<file path="src/rtl/fpcmp_pkg.sv">
package fpcmp_pkg;
    localparam int SP_EXP_W  = 8;
    localparam int SP_FRAC_W = 23;
    localparam int DP_EXP_W  = 11;
    localparam int DP_FRAC_W = 52;

    typedef enum logic [1:0] {
        CMP_EQ = 2'd0,
        CMP_LT = 2'd1,
        CMP_GT = 2'd2,
        CMP_UN = 2'd3
    } cmp_outcome_t;
endpackage

</file>
<file path="src/rtl/fpcmp_classify.sv">
module fpcmp_classify #(
    parameter int EXP_W  = 8,
    parameter int FRAC_W = 23,
    localparam int WORD_W = 1 + EXP_W + FRAC_W,
    localparam int MAG_W  = EXP_W + FRAC_W
) (
    input  logic [WORD_W-1:0] word,
    input  logic              ftz_en,
    output logic              sign,
    output logic              is_nan,
    output logic              is_snan,
    output logic              is_zero,
    output logic [MAG_W-1:0]  mag
);
    logic [EXP_W-1:0]  exp_f;
    logic [FRAC_W-1:0] frac_f;
    logic              exp_max;
    logic              exp_min;
    logic              frac_nz;

    always_comb begin
        sign    = word[WORD_W-1];
        exp_f   = word[WORD_W-2:FRAC_W];
        frac_f  = word[FRAC_W-1:0];
        exp_max = &exp_f;
        exp_min = ~|exp_f;
        frac_nz = |frac_f;
        is_nan  = exp_max && frac_nz;
        // quiet bit is the fraction MSB
        is_snan = is_nan && !frac_f[FRAC_W-1];
        // subnormals become signed zero only when flushing is on
        is_zero = exp_min && (!frac_nz || ftz_en);
        mag     = is_zero ? '0 : word[MAG_W-1:0];
    end
endmodule

</file>
<file path="src/rtl/fpcmp_order.sv">
module fpcmp_order
    import fpcmp_pkg::*;
#(
    parameter int MAG_W = 63
) (
    input  logic             sign_a,
    input  logic             sign_b,
    input  logic             zero_a,
    input  logic             zero_b,
    input  logic             nan_any,
    input  logic [MAG_W-1:0] mag_a,
    input  logic [MAG_W-1:0] mag_b,
    output cmp_outcome_t     outcome
);
    logic mag_lt;
    logic mag_eq;

    always_comb begin
        mag_lt = mag_a < mag_b;
        mag_eq = mag_a == mag_b;
        if (nan_any) begin
            outcome = CMP_UN;
        end else if (zero_a && zero_b) begin
            outcome = CMP_EQ;
        end else if (sign_a != sign_b) begin
            outcome = sign_a ? CMP_LT : CMP_GT;
        end else if (mag_eq) begin
            outcome = CMP_EQ;
        end else if (sign_a) begin
            outcome = mag_lt ? CMP_GT : CMP_LT;
        end else begin
            outcome = mag_lt ? CMP_LT : CMP_GT;
        end
    end
endmodule

</file>
<file path="src/rtl/fpcmp_flags.sv">
module fpcmp_flags
    import fpcmp_pkg::*;
(
    input  cmp_outcome_t outcome,
    input  logic         snan_any,
    input  logic         any_nan_inv,
    output logic [3:0]   nzcv,
    output logic         invalid
);
    always_comb begin
        nzcv    = 4'b0000;
        invalid = 1'b0;
        unique case (outcome)
            CMP_EQ: nzcv = 4'b0110;
            CMP_LT: nzcv = 4'b1000;
            CMP_GT: nzcv = 4'b0010;
            CMP_UN: begin
                nzcv    = 4'b0011;
                invalid = any_nan_inv || snan_any;
            end
            default: nzcv = 4'b0000;
        endcase
    end
endmodule

</file>
<file path="src/rtl/fpcmp_flag_unit.sv">
module fpcmp_flag_unit
    import fpcmp_pkg::*;
#(
    parameter int SEXP_W  = SP_EXP_W,
    parameter int SFRAC_W = SP_FRAC_W,
    parameter int DEXP_W  = DP_EXP_W,
    parameter int DFRAC_W = DP_FRAC_W,
    localparam int SW_W   = 1 + SEXP_W + SFRAC_W,
    localparam int DW_W   = 1 + DEXP_W + DFRAC_W,
    localparam int SMAG_W = SEXP_W + SFRAC_W,
    localparam int DMAG_W = DEXP_W + DFRAC_W
) (
    input  logic [DW_W-1:0] op_a,
    input  logic [DW_W-1:0] op_b,
    input  logic            dbl_sel,
    input  logic            zero_sel,
    input  logic            any_nan_inv,
    input  logic            ftz_en,
    output logic            flag_n,
    output logic            flag_z,
    output logic            flag_c,
    output logic            flag_v,
    output logic            invalid
);
    logic [DW_W-1:0]   opnd [2];
    logic              sgn  [2];
    logic              nan  [2];
    logic              snan [2];
    logic              zro  [2];
    logic [DMAG_W-1:0] mag  [2];

    always_comb begin
        opnd[0] = op_a;
        opnd[1] = zero_sel ? '0 : op_b;
    end

    for (genvar gi = 0; gi < 2; gi++) begin : g_opnd
        logic              s_sgn, s_nan, s_snan, s_zro;
        logic [SMAG_W-1:0] s_mag;
        logic              d_sgn, d_nan, d_snan, d_zro;
        logic [DMAG_W-1:0] d_mag;

        fpcmp_classify #(.EXP_W(SEXP_W), .FRAC_W(SFRAC_W)) u_sp (
            .word(opnd[gi][SW_W-1:0]), .ftz_en(ftz_en),
            .sign(s_sgn), .is_nan(s_nan), .is_snan(s_snan),
            .is_zero(s_zro), .mag(s_mag)
        );
        fpcmp_classify #(.EXP_W(DEXP_W), .FRAC_W(DFRAC_W)) u_dp (
            .word(opnd[gi]), .ftz_en(ftz_en),
            .sign(d_sgn), .is_nan(d_nan), .is_snan(d_snan),
            .is_zero(d_zro), .mag(d_mag)
        );

        always_comb begin
            sgn[gi]  = dbl_sel ? d_sgn  : s_sgn;
            nan[gi]  = dbl_sel ? d_nan  : s_nan;
            snan[gi] = dbl_sel ? d_snan : s_snan;
            zro[gi]  = dbl_sel ? d_zro  : s_zro;
            mag[gi]  = dbl_sel ? d_mag  : {{(DMAG_W-SMAG_W){1'b0}}, s_mag};
        end
    end

    cmp_outcome_t outcome;
    logic [3:0]   nzcv;

    fpcmp_order #(.MAG_W(DMAG_W)) u_order (
        .sign_a(sgn[0]), .sign_b(sgn[1]),
        .zero_a(zro[0]), .zero_b(zro[1]),
        .nan_any(nan[0] || nan[1]),
        .mag_a(mag[0]), .mag_b(mag[1]),
        .outcome(outcome)
    );

    fpcmp_flags u_flags (
        .outcome(outcome),
        .snan_any(snan[0] || snan[1]),
        .any_nan_inv(any_nan_inv),
        .nzcv(nzcv),
        .invalid(invalid)
    );

    always_comb begin
        {flag_n, flag_z, flag_c, flag_v} = nzcv;
    end

    always_comb begin
        AST_EQ_PATTERN: assert (!flag_z || (flag_c && !flag_n && !flag_v))
            else $error("Z set without C");
        AST_LT_NO_CARRY: assert (!(flag_n && flag_c))
            else $error("N and C both set");
        AST_UNORD_PATTERN: assert (!flag_v || (flag_c && !flag_z && !flag_n))
            else $error("bad unordered pattern");
        AST_ZEROS_EQUAL: assert (!(zro[0] && zro[1] && !nan[0] && !nan[1]) || flag_z)
            else $error("two zeros not equal");
        AST_SNAN_RAISES: assert (!(snan[0] || snan[1]) || invalid)
            else $error("signaling NaN without invalid");
        AST_INVALID_UNORD: assert (!invalid || flag_v)
            else $error("invalid on ordered result");
    end
endmodule

</file>
<file path="config.mk">
export PLATFORM = sky130hd
export DESIGN_NAME = fpcmp_flag_unit
export DESIGN_NICKNAME = d
export VERILOG_FILES = /design/src/rtl/fpcmp_pkg.sv /design/src/rtl/fpcmp_classify.sv /design/src/rtl/fpcmp_order.sv /design/src/rtl/fpcmp_flags.sv /design/src/rtl/fpcmp_flag_unit.sv
export SDC_FILE = /design/constraint.sdc
export NUM_CORES = 1
export LEC_CHECK = 0
export CORE_UTILIZATION = 43
export DETAILED_ROUTE_END_ITERATION = 8
export PLACE_DENSITY = 0.91
export SYNTH_ARGS = -nofsm -noshare
export SYNTH_HDL_FRONTEND = slang
export SYNTH_SLANG_ARGS = --single-unit
</file>
<file path="constraint.sdc">
create_clock -name vclk -period 5.1
set_clock_uncertainty 0.15 [all_clocks]
set_input_delay 0.765 -clock vclk [all_inputs]
set_output_delay 0.765 -clock vclk [all_outputs]
set_load 0.02 [all_outputs]
</file>
==> impl_metrics.ini, run 1 <==
[synth]
synth_most_common_cell = nand2_1
synth_fp_nets = 602
synth.cell_area_mm2 = 0.00275
synthTopCellsByCount = 85 x nand2_1, 63 x ha_1, 28 x nand4_1
synth_top_area_cell = ha_1
yosysSeqAreaShare = 0
synth_top_area_share = 0.287
synthTopCellsByArea = ha_1 29%, nand2_1 12%, nand4_1 6.4%, nor4_1 6.1%, a21oi_1 4.9%
syn_area_per_cell_um2 = 6.76
postSynthCellCount = 407
yosys_warnings = 0
synth_cell_types = 46

[floorplanning]
initial_core_util = 0.454
die_w_um = 82.0
rows = 28
pin_count = 137
fp.dieH_um = 82.0

[clock_tree]
cts-resized-gates = 330
post_cts_buffers = 29
holdBufCountCts = 0

[place]
dp_slack_ps = -1390
postPlaceCellArea_mm2 = 0.00489
io_buffers = 137
place_congestion = 0.875
place_hpwl_um = 9990

[run_status]
status = aborted with a tool error
haltStage = clock tree synthesis (4_1_cts)
error = [ERROR DPL-0033] detailed placement checks failed during check placement.
==> metrics by stage <==
step,hold WS [ps],std cells
after floorplan,1620,407
after global placement,2740,701
after detailed placement,2760,701
==> cells by family after synthesis <==
kind of cell             synth area share
AND/OR/NAND/NOR                     0.496
XOR/XNOR                          0.00319
multiplexers                       0.0123
adder cells (fa/ha/maj)             0.287
AO/OA/AOI/OAI                       0.156
buffers and inverters              0.0464
==> inputs of run 2 (changes only) <==
Settings changed: CORE_UTILIZATION 43 to 35, PLACE_DENSITY 0.91 to default, PLACE_DENSITY_LB_ADDON from default to 0.15.
==> run 2 against run 1 <==
Net effect: area after synthesis is the same; the flow now finishes, with violations (setup timing); synthesized cell count is the same.
==> impl_metrics.ini, run 2 <==
[routing]
drt-initial-drc-count = 274
num_vias = 4430
route.detailed.drc = 0
antenna_left = 0
firstDrtPassIters = 4
post_drt_wl_per_cell_um = 18.1
detail_route.vias_per_cell = 5.77
drt_wl_total_um = 13900

[grt]
antenna_found_initial = 0
grt_start_max_net_pins = 31
overflow = 0
grt_pass1_vias = 4571
grt_first_pass_wirelength_um = 21500
grt.total_usage = 0.316

[synth]
yosys_warnings = 0
postSynthCellCount = 407
synth_top_area_share = 0.287
synth_fp_nets = 602
synth_top_area_cell = ha_1
synth_most_common_cell = nand2_1
synth_cell_types = 46
synthTopCellsByArea = ha_1 29%, nand2_1 12%, nand4_1 6.4%, nor4_1 6.1%, a21oi_1 4.9%
yosysSeqAreaShare = 0
synth.cell_area_mm2 = 0.00275
synthTopCellsByCount = 85 x nand2_1, 63 x ha_1, 28 x nand4_1
syn_area_per_cell_um2 = 6.76

[flow_run]
cap_violations = 0

[worst_setup_path]
crit_type = input pin to output port
cp_slowest_cell = nor4_4
end_kind = output port
cp.required_ps = 4180
cp-start-kind = input pin
max_stage_delay_ps = 450
worstPathArrival_ps = 4820
crit_path_frequent_cell = nor4_4
cp_max_fo = 8
crit_chain = buf_8 > nor4_4 > buf_4 > nand4_1 > nor4_4 > o2111ai_4 > buf_6 > o21a_4 > and2_4 > ha_4 > nand4_1 > nor4_4 > nand4_1 > a21oi_2 > nor4_4 > mux2_4 > a21o_1 > buf_6

[layout]
final_common_cell = buf_4
mostFrequentLayoutCells = 120 x buf_4, 77 x nand2_1, 55 x dlygate4sd2_1
design.seq.count = 0
drive_above_1_share = 0.399
nClkBuffers = 0
nNetsFinal = 866
num_antenna_cells = 0
fill_cells = 508
multi_input_comb_area_mm2 = 0.00327
final-seq-area_um2 = 0
syn2layout_area_growth_pct = 113

[timing]
max_freq_mhz = 174
slew_headroom = 0.641
timing.final.ws_setup_ps = -637
fin_crit_ps = 5740
rsz0062_at_grt = yes
worst_pin_slew_ps = 530
fin_crit_sh = 1.12
finalSetupViolations = 3
timing.hold.ws_ps = 2340
final_hold_viol_count = 0
drv_slew = 0

[place]
place_congestion = 0.905
place_hpwl_um = 9270
io_buffers = 137

[floorplanning]
die_w_um = 90.6
pin_count = 137
core_area_mm2 = 0.00741
die_area_mm2 = 0.00822
rows = 31
initial_core_util = 0.371
fp.dieH_um = 90.6

[power_and_ir_drop]
ir_drop_mv = 0.0417
power_density_mw_per_mm2 = 82.7
p_leak_nw = 2.63
p_total_uw = 483

[run_status]
violations = setup timing
status = finished with violations

[hold_path]
hp-class = input pin to output port
## run 2: final cells by class
class	count	share of cell area
inverters	12	0.00771
multi-input cells	383	0.560
well taps	99	0.0212
repair buffers	274	0.411
## run 2: worst paths after layout
check                end  cells past startpoint  startpoint
hold / removal    flag_n                      6    op_a[31]
setup / recovery  flag_c                     18    op_a[28]
## run 2: kinds of logic (layout without fill, tap and decap cells)
group           after synthesis  after routing  synth area share
simple gates                247            247             0.496
compound gates               66             69             0.156
fa+ha+maj                    63             63             0.287
mux                           3              3            0.0123
buf+inv                      27            286            0.0464
xor+xnor                      1              1           0.00319
## run 2: what timing repair did
item                                    4_1_cts  5_1_grt
resized for setup                           229       33
setup buffers                                14       10
pin swaps                                    98       27
cloned                                        9        0
endpoints found under the setup margin        3        3
hold buffers                                  0        0
## run 2: stage by stage
stage	cell area [µm²]	setup slack, ps	TNS [ps]	util	cells
global route	5850	-795	-2220	0.789	768
floorplan	2750	31.0	0	-	407
finish	5850	-637	-1710	0.789	768
global placement	4990	-1160	-3040	0.674	737
CTS	5690	-408	-1130	0.769	759
detailed placement	4990	-1310	-3400	0.674	737
## run 2: worst max-delay path, delay by kind of cell
| kind | cells | cell delay, ps |
|---|---|---|
| simple gates | 8 | 1990 |
| compound gates | 4 | 880 |
| buf+inv | 4 | 580 |
| mux | 1 | 320 |
| fa+ha+maj | 1 | 270 |
## run 2: report_power, final
group	total [mW]	switching, mW	internal (mW)	leakage [nW]
clock	0	0	0	0
sequential	0	0	0	0
combinational	0.483	0.216	0.267	2.63
## run 2: layer usage
| metal | global-route usage | wire length (µm) |
|---|---|---|
| met1 | 0.361 | 5320 |
| met2 | 0.585 | 6970 |
| met3 | 0.0362 | 1030 |
| met4 | 0.136 | 588 |
| met5 | 0 | 0 |
Power figures use the tool's default switching activity.
==> inputs of run 3 (changes only) <==
Settings changed: SYNTH_HIERARCHICAL from default to 1.
==> run 3 against run 2 <==
Net effect: the run still ends with setup timing left; combinational power is 49% higher; design area is 51% higher; total power rose by 49%; non-clock buffer count is 38 higher; sequential share of layout area is the same; global-route usage is 9.1 points lower; final cell count is 57% higher; worst hold slack lost 250 ps.
==> impl_metrics.ini, run 3 <==
[floorplanning]
core_area_mm2 = 0.0161
pin_count = 137
initial_core_util = 0.364
die_w_um = 132
rows = 46
die_area_mm2 = 0.0173
fp.dieH_um = 132

[timing]
drv_slew = 0
slew_headroom = 0.648
rsz0062_at_grt = yes
tns_ps = -2560
final_hold_viol_count = 0
fin_crit_ps = 5650
timing.hold.ws_ps = 2090
worst_pin_slew_ps = 523
finalSetupViolations = 5
timing.final.ws_setup_ps = -550
max_freq_mhz = 177
fin_crit_sh = 1.11

[power_and_ir_drop]
power_density_mw_per_mm2 = 81.7
p_int_uw = 421
comb_power_share = 1.000
net-switching-power_uw = 300
seqPwrFrac = 0
switching_share = 0.417
power_frac_clock = 0
ir_drop_mv = 0.0299
p_leak_nw = 3.93

[grt]
overflow = 0
grt_first_pass_wirelength_um = 32100
antenna_found_initial = 0
grt.total_usage = 0.225
grt_start_max_net_pins = 44
grt_pass1_vias = 6418

[routing]
detail_route.vias_per_cell = 5.11
met2_length_um = 10100
top_layer_used = met4
route.detailed.drc = 0
post_drt_wl_per_cell_um = 16.6
antenna_left = 0
drt-initial-drc-count = 279
drt-met1-wl_um = 9030
met3WireLength_um = 577
firstDrtPassIters = 5
drt_wl_total_um = 20100
num_vias = 6178

[layout]
final-seq-area_um2 = 0
final_common_cell = buf_4
finish.utilization = 0.547
num_antenna_cells = 0
nClkBuffers = 0
syn2layout_area_growth_pct = 50.3
nNetsFinal = 1190
design_area_mm2 = 0.00882
design.seq.count = 0
mostFrequentLayoutCells = 156 x buf_4, 113 x clkdlybuf4s50_1, 93 x a21boi_0
drive_above_1_share = 0.360

[synth]
synth_cell_types = 49
synth.cell_area_mm2 = 0.00587
synth_top_area_cell = mux2_4
synth_fp_nets = 964
syn_area_per_cell_um2 = 7.63
synthTopCellsByArea = mux2_4 16%, ha_1 13%, a21boi_0 12%, and2_1 7.1%, and2_4 5.7%
yosysSeqAreaShare = 0
synth_most_common_cell = a21boi_0
yosys_warnings = 6
postSynthCellCount = 769
synthTopCellsByCount = 97 x a21boi_0, 67 x and2_1, 65 x inv_1
synth_top_area_share = 0.164

[worst_setup_path]
cp-start-kind = input pin
end_kind = output port
worstPathArrival_ps = 4730
cp_max_fo = 5
cp.required_ps = 4180
crit_type = input pin to output port

[flow_run]
cap_violations = 0

[place]
io_buffers = 137
postPlaceCellArea_mm2 = 0.00826
place_hpwl_um = 16100
place_congestion = 0.860
dp_slack_ps = -1290

[run_status]
violations = setup timing
status = finished with violations

[clock_tree]
holdBufCountCts = 0

[hold_path]
hp-class = input pin to output port
==> run 3: worst paths after layout <==
path,start,to,slack (ps),depth (start not counted)
worst max-delay path,op_a[60],flag_n,-550,18
worst min-delay path,any_nan_inv,invalid,2090,3
==> run 3: timing repair <==
item	in CTS	in global routing
pin swaps	44	20
endpoints found under the hold margin	0	0
setup endpoints to repair	5	5
resized for setup	88	35
gates cloned	5	0
buffers inserted	18	3
==> run 3: metal layers <==
metal	up-vias	global-route usage
met4	0	0.0446
met2	132	0.415
met1	2884	0.284
met3	23	0.0150
li1	3139	-
met5	-	0
==> run 3: logic make-up after synthesis <==
group                    count (synthesis)  share of synthesized area
adder cells (fa/ha/maj)                 63                      0.134
buffers and inverters                  153                      0.128
AO/OA/AOI/OAI                          168                      0.205
AND/OR/NAND/NOR                        319                      0.365
multiplexers                            66                      0.168
==> run 3: critical path, stage by stage <==
cell,delay (ps)
dlygate4sd2_1,250
nor4_2,260
nand2_1,120
nor4_4,270
buf_6,180
buf_12,110
a21boi_0,60
and2_1,200
ha_4,240
a21o_1,180
a21o_1,160
a221o_1,330
a2111o_1,430
a211oi_2,260
nand3_1,130
a221o_2,420
and2b_2,220
buf_6,130
==> run 3: power by group through the flow <==
stage                     Sequential, mW  Combinational (mW)  Clock [mW]
after floorplan                        0               0.377           0
after global placement                 0               0.645           0
after detailed placement               0               0.665           0
after CTS                              0               0.689           0
after global routing                   0               0.782           0
final                                  0               0.721           0
==> run 3: final cells by class <==
class,instances,area (µm²)
Tap cell,216,270
Inverter,65,244
Fill cell,1499,7290
Timing Repair Buffer,312,2890
Multi-Input combinational cell,616,5410
==> run 3: metrics by stage <==
step,power [mW],std cells
2_1_floorplan,0.377,769
3_3_place_gp,0.645,1186
3_5_place_dp,0.665,1186
4_1_cts,0.689,1209
5_1_grt,0.782,1209
6_report,0.721,1209
==> inputs of run 4 (changes only) <==
--- a/config.mk
+++ b/config.mk
@@ -9,4 +9,5 @@
 export DETAILED_ROUTE_END_ITERATION = 8
 export PLACE_DENSITY_LB_ADDON = 0.15
+export SETUP_SLACK_MARGIN = 0.05
 export SYNTH_ARGS = -nofsm -noshare
 export SYNTH_HDL_FRONTEND = slang
==> constraint.sdc (replaced) <==
create_clock -name vclk -period 5.1
set_clock_uncertainty 0.15 [all_clocks]
set_input_delay 1.02 -clock vclk [all_inputs]
set_output_delay 1.02 -clock vclk [all_outputs]
set_load 0.02 [all_outputs]
==> run 4 against run 3 <==
Net effect: critical endpoint unchanged; the run still ends with setup timing left; design area increased by 2.4%; die area unchanged; critical path type unchanged; global-route usage about the same.
==> impl_metrics.ini, run 4 (synthesis results as in run 3) <==
[run_status]
status = finished with violations
violations = setup timing

[floorplanning]
rows = 46
die_w_um = 132
pin_count = 137
die_area_mm2 = 0.0173
core_area_mm2 = 0.0161
initial_core_util = 0.364
fp.dieH_um = 132

[layout]
fill_cells = 1458
design_area_mm2 = 0.00903
design.seq.count = 0
nNetsFinal = 1205
final_common_cell = buf_4
drive_above_1_share = 0.373
nClkBuffers = 0
mostFrequentLayoutCells = 166 x buf_4, 113 x clkdlybuf4s50_1, 91 x a21boi_0
final-seq-area_um2 = 0
num_antenna_cells = 0
multi_input_comb_area_mm2 = 0.00545
syn2layout_area_growth_pct = 53.8

[worst_setup_path]
cp.required_ps = 3930
max_stage_delay_ps = 440
crit_chain = buf_12 > buf_6 > and2b_2 > nor4_2 > nand2_1 > nor4_4 > buf_12 > buf_12 > a21boi_1 > mux2_4 > inv_1 > ha_4 > and2_1 > a221o_1 > a221o_1 > o21bai_4 > nand3_2 > a221o_1 > and2b_2 > buf_6
cp-start-kind = input pin
end_kind = output port
cp_max_fo = 8
path_buf_inv = 6
cp_top_family = simple AND/OR/NAND/NOR gates
cp_slowest_cell = a221o_1
crit_type = input pin to output port
worstPathArrival_ps = 5090

[routing]
antenna_left = 0
route.detailed.drc = 0
drt-initial-drc-count = 206
num_vias = 6288
drt_wl_total_um = 20400
post_drt_wl_per_cell_um = 16.7
detail_route.vias_per_cell = 5.14
firstDrtPassIters = 4

[timing]
final_hold_viol_count = 0
fin_crit_ps = 6260
max_freq_mhz = 160
rsz0062_at_grt = yes
tns_ps = -5560
timing.hold.ws_ps = 2600
fin_crit_sh = 1.23
slew_headroom = 0.710
drv_slew = 0
finalSetupViolations = 5
worst_pin_slew_ps = 431
timing.final.ws_setup_ps = -1160

[place]
place_hpwl_um = 16000
dp_slack_ps = -1770
place_congestion = 0.865
io_buffers = 137
postPlaceCellArea_mm2 = 0.00830

[grt]
overflow = 0
antenna_found_initial = 0
grt_start_max_net_pins = 39
grt.total_usage = 0.225
grt_pass1_vias = 6496
grt_first_pass_wirelength_um = 32300

[power_and_ir_drop]
power_density_mw_per_mm2 = 82.1
ir_drop_mv = 0.0339
p_total_uw = 742
p_leak_nw = 4.02

[flow_run]
cap_violations = 0

[hold_path]
hp-class = input pin to output port
run 4: what timing repair did:
action / in CTS / in global routing
resized for setup: 95 / 40
hold buffers: 0 / 0
endpoints found under the setup margin: 5 / 5
buffers inserted: 28 / 5
gates cloned: 3 / 1
pin swaps: 40 / 37
run 4: area by class of cell:
| cell class | count | area share |
|---|---|---|
| Multi-Input combinational cell | 616 | 0.603 |
| Timing Repair Buffer | 327 | 0.340 |
| Tap cell | 216 | 0.0299 |
| Inverter | 65 | 0.0273 |
run 4: stage by stage:
step,cells,utilization
2_1_floorplan,769,-
3_3_place_gp,1187,0.515
3_5_place_dp,1187,0.515
4_1_cts,1218,0.545
5_1_grt,1224,0.560
6_report,1224,0.560
run 4: where the power goes:
| part | total, mW | switching, mW | internal, mW | leakage (nW) |
|---|---|---|---|---|
| Sequential | 0 | 0 | 0 | 0 |
| Combinational | 0.742 | 0.310 | 0.432 | 4.02 |
| Clock | 0 | 0 | 0 | 0 |
run 4: metal layers:
metal	global-route usage	wire length [µm]	up-vias
li1	-	-	3171
met1	0.291	9050	2933
met2	0.414	10100	154
met3	0.00694	712	30
met4	0.0433	486	0
met5	0	0	-
run 4: final timing paths:
kind / from / end / slack [ps] / depth (start not counted)
worst max-delay path: zero_sel / flag_n / -1160 / 20
worst min-delay path: any_nan_inv / invalid / 2600 / 3
